$ cat src/rtl/ns_alarm_timer_pkg.sv
package ns_alarm_timer_pkg;

  typedef enum logic [2:0] {
    SEL_TIME_LO  = 3'd0,
    SEL_TIME_HI  = 3'd1,
    SEL_ALM_LO   = 3'd2,
    SEL_ALM_HI   = 3'd3,
    SEL_IRQ_EN   = 3'd4,
    SEL_ALM_CLR  = 3'd5,
    SEL_ALM_STAT = 3'd6,
    SEL_IRQ_CLR  = 3'd7
  } reg_sel_e;

  typedef struct packed {
    logic time_lo_rd;
    logic alm_lo_wr;
    logic alm_hi_wr;
    logic irq_en_wr;
    logic alm_clr_wr;
    logic irq_clr_wr;
  } bus_evt_t;

endpackage

$ cat src/rtl/ns_alarm_timer_count.sv
module ns_alarm_timer_count #(
  parameter int WORD_W = 32,
  parameter logic [2*WORD_W-1:0] STEP = 1,
  localparam int CNT_W = 2 * WORD_W
) (
  input  logic              clk,
  input  logic              rst,
  input  logic              snap,
  output logic [CNT_W-1:0]  cnt,
  output logic [WORD_W-1:0] hold_hi
);

  always_ff @(posedge clk) begin
    if (rst) begin
      cnt     <= '0;
      hold_hi <= '0;
    end else begin
      cnt <= cnt + STEP;
      if (snap) hold_hi <= cnt[CNT_W-1:WORD_W];
    end
  end

endmodule

$ cat src/rtl/ns_alarm_timer_alarm.sv
module ns_alarm_timer_alarm
  import ns_alarm_timer_pkg::*;
#(
  parameter int WORD_W = 32,
  localparam int CNT_W = 2 * WORD_W
) (
  input  logic              clk,
  input  logic              rst,
  input  bus_evt_t          evt,
  input  logic [WORD_W-1:0] wdata,
  input  logic [CNT_W-1:0]  cnt,
  output logic [CNT_W-1:0]  alarm,
  output logic              armed,
  output logic              pend,
  output logic              en,
  output logic              irq
);

  logic [WORD_W-1:0] stage_hi;
  logic              fire;
  logic              armed_n;
  logic              pend_n;
  logic              en_n;

  always_comb begin
    fire    = armed && (alarm <= cnt) && !evt.alm_clr_wr;
    armed_n = armed;
    if (fire || evt.alm_clr_wr) armed_n = 1'b0;
    if (evt.alm_lo_wr)          armed_n = 1'b1;
    pend_n = pend;
    if (evt.irq_clr_wr) pend_n = 1'b0;
    if (fire)           pend_n = 1'b1;
    en_n = evt.irq_en_wr ? wdata[0] : en;
  end

  always_ff @(posedge clk) begin
    if (rst) begin
      stage_hi <= '0;
      alarm    <= '0;
      armed    <= 1'b0;
      pend     <= 1'b0;
      en       <= 1'b0;
      irq      <= 1'b0;
    end else begin
      if (evt.alm_hi_wr) stage_hi <= wdata;
      if (evt.alm_lo_wr) alarm <= {stage_hi, wdata};
      armed <= armed_n;
      pend  <= pend_n;
      en    <= en_n;
      irq   <= pend_n & en_n;
    end
  end

endmodule

$ cat src/rtl/ns_alarm_timer_bus.sv
module ns_alarm_timer_bus
  import ns_alarm_timer_pkg::*;
#(
  parameter int ADDR_W = 8,
  parameter int WORD_W = 32
) (
  input  logic              clk,
  input  logic              rst,
  input  logic              sel,
  input  logic              we,
  input  logic [ADDR_W-1:0] addr,
  input  logic [WORD_W-1:0] time_lo,
  input  logic [WORD_W-1:0] hold_hi,
  input  logic              en,
  input  logic              armed,
  output bus_evt_t          evt,
  output logic [WORD_W-1:0] rdata
);

  localparam int IDX_LSB = 2;
  localparam int IDX_MSB = 4;

  logic     upper_zero;
  logic     hit;
  reg_sel_e idx;
  logic     rd;
  logic     wr;

  generate
    if (ADDR_W > IDX_MSB + 1) begin : g_upper
      assign upper_zero = (addr[ADDR_W-1:IDX_MSB+1] == '0);
    end else begin : g_exact
      assign upper_zero = 1'b1;
    end
  endgenerate

  assign hit = upper_zero && (addr[IDX_LSB-1:0] == '0);
  assign idx = reg_sel_e'(addr[IDX_MSB:IDX_LSB]);
  assign rd  = sel && !we && hit;
  assign wr  = sel && we && hit;

  always_comb begin
    evt.time_lo_rd = rd && (idx == SEL_TIME_LO);
    evt.alm_lo_wr  = wr && (idx == SEL_ALM_LO);
    evt.alm_hi_wr  = wr && (idx == SEL_ALM_HI);
    evt.irq_en_wr  = wr && (idx == SEL_IRQ_EN);
    evt.alm_clr_wr = wr && (idx == SEL_ALM_CLR);
    evt.irq_clr_wr = wr && (idx == SEL_IRQ_CLR);
  end

  always_ff @(posedge clk) begin
    if (rst) begin
      rdata <= '0;
    end else if (sel && !we) begin
      rdata <= '0;
      if (hit) begin
        case (idx)
          SEL_TIME_LO:  rdata <= time_lo;
          SEL_TIME_HI:  rdata <= hold_hi;
          SEL_IRQ_EN:   rdata <= {{(WORD_W-1){1'b0}}, en};
          SEL_ALM_STAT: rdata <= {{(WORD_W-1){1'b0}}, armed};
          default:      rdata <= '0;
        endcase
      end
    end
  end

endmodule

$ cat src/rtl/ns_alarm_timer.sv
module ns_alarm_timer
  import ns_alarm_timer_pkg::*;
#(
  parameter int ADDR_W = 8,
  parameter int WORD_W = 32,
  parameter logic [2*WORD_W-1:0] STEP = 1,
  localparam int CNT_W = 2 * WORD_W
) (
  input  logic              clk,
  input  logic              rst,
  input  logic              bus_sel,
  input  logic              bus_we,
  input  logic [ADDR_W-1:0] bus_addr,
  input  logic [WORD_W-1:0] bus_wdata,
  output logic [WORD_W-1:0] bus_rdata,
  output logic              irq
);

  bus_evt_t          evt_w;
  logic [CNT_W-1:0]  cnt_w;
  logic [CNT_W-1:0]  alarm_w;
  logic [WORD_W-1:0] hold_w;
  logic              armed_w;
  logic              pend_w;
  logic              en_w;

  ns_alarm_timer_bus #(.ADDR_W(ADDR_W), .WORD_W(WORD_W)) u_bus (
    .clk     (clk),
    .rst     (rst),
    .sel     (bus_sel),
    .we      (bus_we),
    .addr    (bus_addr),
    .time_lo (cnt_w[WORD_W-1:0]),
    .hold_hi (hold_w),
    .en      (en_w),
    .armed   (armed_w),
    .evt     (evt_w),
    .rdata   (bus_rdata)
  );

  ns_alarm_timer_count #(.WORD_W(WORD_W), .STEP(STEP)) u_count (
    .clk     (clk),
    .rst     (rst),
    .snap    (evt_w.time_lo_rd),
    .cnt     (cnt_w),
    .hold_hi (hold_w)
  );

  ns_alarm_timer_alarm #(.WORD_W(WORD_W)) u_alarm (
    .clk   (clk),
    .rst   (rst),
    .evt   (evt_w),
    .wdata (bus_wdata),
    .cnt   (cnt_w),
    .alarm (alarm_w),
    .armed (armed_w),
    .pend  (pend_w),
    .en    (en_w),
    .irq   (irq)
  );

endmodule

$ cat config.mk
export PLATFORM = sky130hd
export DESIGN_NAME = ns_alarm_timer
export DESIGN_NICKNAME = d
export VERILOG_FILES = /design/src/rtl/ns_alarm_timer_pkg.sv /design/src/rtl/ns_alarm_timer_count.sv /design/src/rtl/ns_alarm_timer_alarm.sv /design/src/rtl/ns_alarm_timer_bus.sv /design/src/rtl/ns_alarm_timer.sv
export SDC_FILE = /design/constraint.sdc
export NUM_CORES = 1
export LEC_CHECK = 0
export BUFFER_PORTS_ARGS = -buffer_cell sky130_fd_sc_hd__buf_2
export CELL_PAD_IN_SITES_DETAIL_PLACEMENT = 1
export CELL_PAD_IN_SITES_GLOBAL_PLACEMENT = 1
export CORE_MARGIN = 2
export CORE_UTILIZATION = 49
export CTS_CLUSTER_DIAMETER = 50
export DETAILED_ROUTE_END_ITERATION = 12
export PLACE_DENSITY = 0.9
export SYNTH_ARGS = -nofsm -noshare
export SYNTH_HDL_FRONTEND = slang
export SYNTH_SLANG_ARGS = --single-unit
$ cat constraint.sdc
create_clock -name clk -period 3.9 [get_ports clk]
set_input_delay 0.39 -clock clk [delete_from_list [all_inputs] [get_ports clk]]
set_output_delay 0.39 -clock clk [all_outputs]
set_load 0.1 [all_outputs]
==> results.yml <==
timing:
  tns_ns: 0
  clock.fmax_mhz: 340
  worstMarginPinSlew_ns: 1.21
  setup-violations-final: 0
  rsz0062_at_grt: "no"
  max_slew_margin_pct: 19.5
  min_period_over_period_pct: 75.3
  timing.final.hold_violations: 0
  finClkSkew_ns: 0.0109
  period_minus_slack_ns: 2.94
  drv_slew: 0
pwr:
  p_sw_share_pct: 23.2
  leakagePower_nw: 4.41
  seqPwrFrac_pct: 46.0
  power.density_nw_per_um2: 426
  peakVddDrop_v: 0.000345
  power_mw: 5.08
  p_switching_mw: 1.18
  power.internal_mw: 3.90
  p_clk_share_pct: 51.4
  power_frac_comb_pct: 2.6
drt:
  routed_wirelength_um: 35000
  drt_iter0_markers: 835
  vias_per_cell: 6.05
  ant_nets: 0
  dr.pass1.iters: 7
  routed_wire_length_per_instance_um: 21.3
  drc_errors: 0
  vias: 9943
setup_path:
  max_stage_delay_ns: 0.63
  rr_startpoint: "u_count.cnt[19]"
  cp-start-kind: "flip-flop"
  endpoint_kind: "flip-flop"
  slowest_stage: "or4_1"
  r2r_slack_ns: 0.96
  arrival_ns: 3.41
  crit_chain: "inv_1 -> or4_4 -> nor4_4 -> buf_4 -> nand4_1 -> or4_1 -> a21oi_1"
  critPathKind: "reg -> reg"
  r2r_cells: 7
  r2r_end: "u_count.cnt[62]"
  cp_max_fo: 14
  cp.required_ns: 4.37
run:
  cap_viol_max_count: 0
global_route:
  grt_first_pass_wirelength_um: 55500
  antenna_found_initial: 0
  gr-total-overflow: 0
  first_global_vias: 10400
  track_usage_pct: 31.2
  grt_max_degree: 98
floorplan:
  start_util_pct: 49.7
  die_area_um2: 22400
  rows: 53
  die_h_um: 150
  io_pins: 77
  core_area_um2: 21000
  die_x_um: 150
synth:
  synth_cell_types: 43
  syn_area_um2: 10400
  syn_nets: 1410
  async_reset_ff_share_pct: 0
  syn_area_per_cell_um2: 8.00
  synth.yosys.warnings: 0
  ys_seq_area_share_pct: 43.8
  synth_flop_cell: "dfxtp_1"
  synth_edf_count: 0
  synthCells: 1301
  ys_ff_latch: 228
cts:
  cts_tree: "done"
  clk_pin_slew_ns: 0.06
  cts_htree_levels: 1
  cts.sinks: 228
  worstSkewPairLatency_ns: 0.55
  cts_buffer_depth: 3
  cts_setup_buffers: 0
  ctsResizeCount: 0
  clockRootBuffer: "clkbuf_16"
  hold_buffers: 0
  cts-buffers-inserted: 28
hold_path:
  holdPathEnd: "u_alarm.stage_hi[7]"
  min_path_cells: 3
  min_path_type: "in -> reg"
  min-delay-start: "bus_wdata[7]"
placement:
  io_buffers: 76
  globalplace.congestion: 0.857
  hpwl_um: 21900
layout:
  fin_util_pct: 57.0
  antenna_cells: 0
  final_cell_mix: "295 x nand2_1, 228 x dfxtp_1, 172 x a21oi_1"
  final_layout_size_suffix_gt1_share_pct: 10.9
  finalNetCount: 1456
  area_growth_pct: 14.7
  mostFrequentLayoutCell: "nand2_1"
outcome:
  status: "completed"
## metal layers
| layer | up-vias | routed length (um) | track usage, % |
|---|---|---|---|
| li1 | 4567 | - | - |
| met1 | 4870 | 14900 | 40.5 |
| met2 | 396 | 16700 | 52.6 |
| met3 | 110 | 2120 | 4.63 |
| met4 | 0 | 1250 | 12.1 |
| met5 | - | 0 | 0 |
## layout make-up
type | instances | area (um2)
tap | 275 | 344
timing repair buffer | 90 | 504
inverter | 69 | 259
clock buffer | 39 | 812
fill | 2591 | 9010
sequential | 228 | 4560
clock inverter | 13 | 128
multi-input combinational | 930 | 5330
## state kept, by name, indices dropped and copies added, names as in the netlist
register,cells
u_alarm.alarm,64
u_alarm.irq,1
u_count.hold_hi,32
u_alarm.en,1
u_alarm.stage_hi,32
u_alarm.armed,1
u_alarm.pend,1
u_bus.rdata,32
u_count.cnt,64
## logic make-up after synthesis
logic type	Yosys count	synth area share [%]
mux	2	0.204
buf+inv	143	5.17
simple gates	537	22.9
fa+ha+maj	65	7.81
flops	228	43.8
compound gates	279	16.1
xor+xnor	47	3.95
## power groups by stage
stage / Sequential (mW) / Combinational (mW) / Clock (mW)
CTS: 2.34 / 0.128 / 2.63
global placement: 2.39 / 0.121 / 0
finish: 2.34 / 0.131 / 2.62
floorplan: 2.39 / 0.0695 / 0
global route: 2.34 / 0.140 / 2.74
detailed placement: 2.39 / 0.124 / 0
## worst max-delay path by stage
stage / startpoint / end / slack (ns) / depth (start not counted)
2_1_floorplan: u_count.cnt[15] / u_count.cnt[62] / 1.62 / 7
3_3_place_gp: u_count.cnt[15] / u_count.cnt[62] / 1.20 / 7
3_5_place_dp: u_count.cnt[15] / u_count.cnt[62] / 1.04 / 7
4_1_cts: u_count.cnt[15] / u_count.cnt[62] / 1.02 / 7
5_1_grt: u_count.cnt[26] / u_count.cnt[61] / 0.78 / 6
6_report: u_count.cnt[19] / u_count.cnt[62] / 0.96 / 7
## critical path: cells and delay by family (launching register included)
kind / cells / cell delay, ns
compound gates: 1 / 0.16
simple gates: 4 / 1.88
buf+inv: 2 / 0.43
flops: 1 / 0.38
## Yosys cell counts, types with 3 or more instances
master    count  share of area [%]
or4_1         8               0.58
a22o_1       31                2.6
xnor2_1      47                4.0
a21oi_1     172                8.3
and3_1        6               0.36
a221oi_1      4               0.34
nor2b_1       4               0.24
or3_1         9               0.54
nand3_1      28                1.3
nor3_1       18               0.87
o21ai_0      18               0.87
nand2_1     296                 11
o21a_1        3               0.22
ha_1         65                7.8
inv_1        69                2.5
nor4_1        6               0.36
nand4_1      43                2.6
nor2_1      100                3.6
and4_1        8               0.67
clkbuf_1     73                2.6
a22oi_1      33                2.4
o31ai_1       7               0.50
dfxtp_1     228                 44
## metrics by stage
stage	cells	cell area (um2)	hold WS, ns	setup slack, ns
floorplan	1301	10400	0.432	1.62
global placement	1592	11000	0.442	1.20
detailed placement	1592	11000	0.447	1.04
CTS	1644	11900	0.0826	1.02
global route	1644	11900	0.102	0.782
finish	1644	11900	0.0901	0.962
No activity file was read; power rests on OpenSTA's default activity.
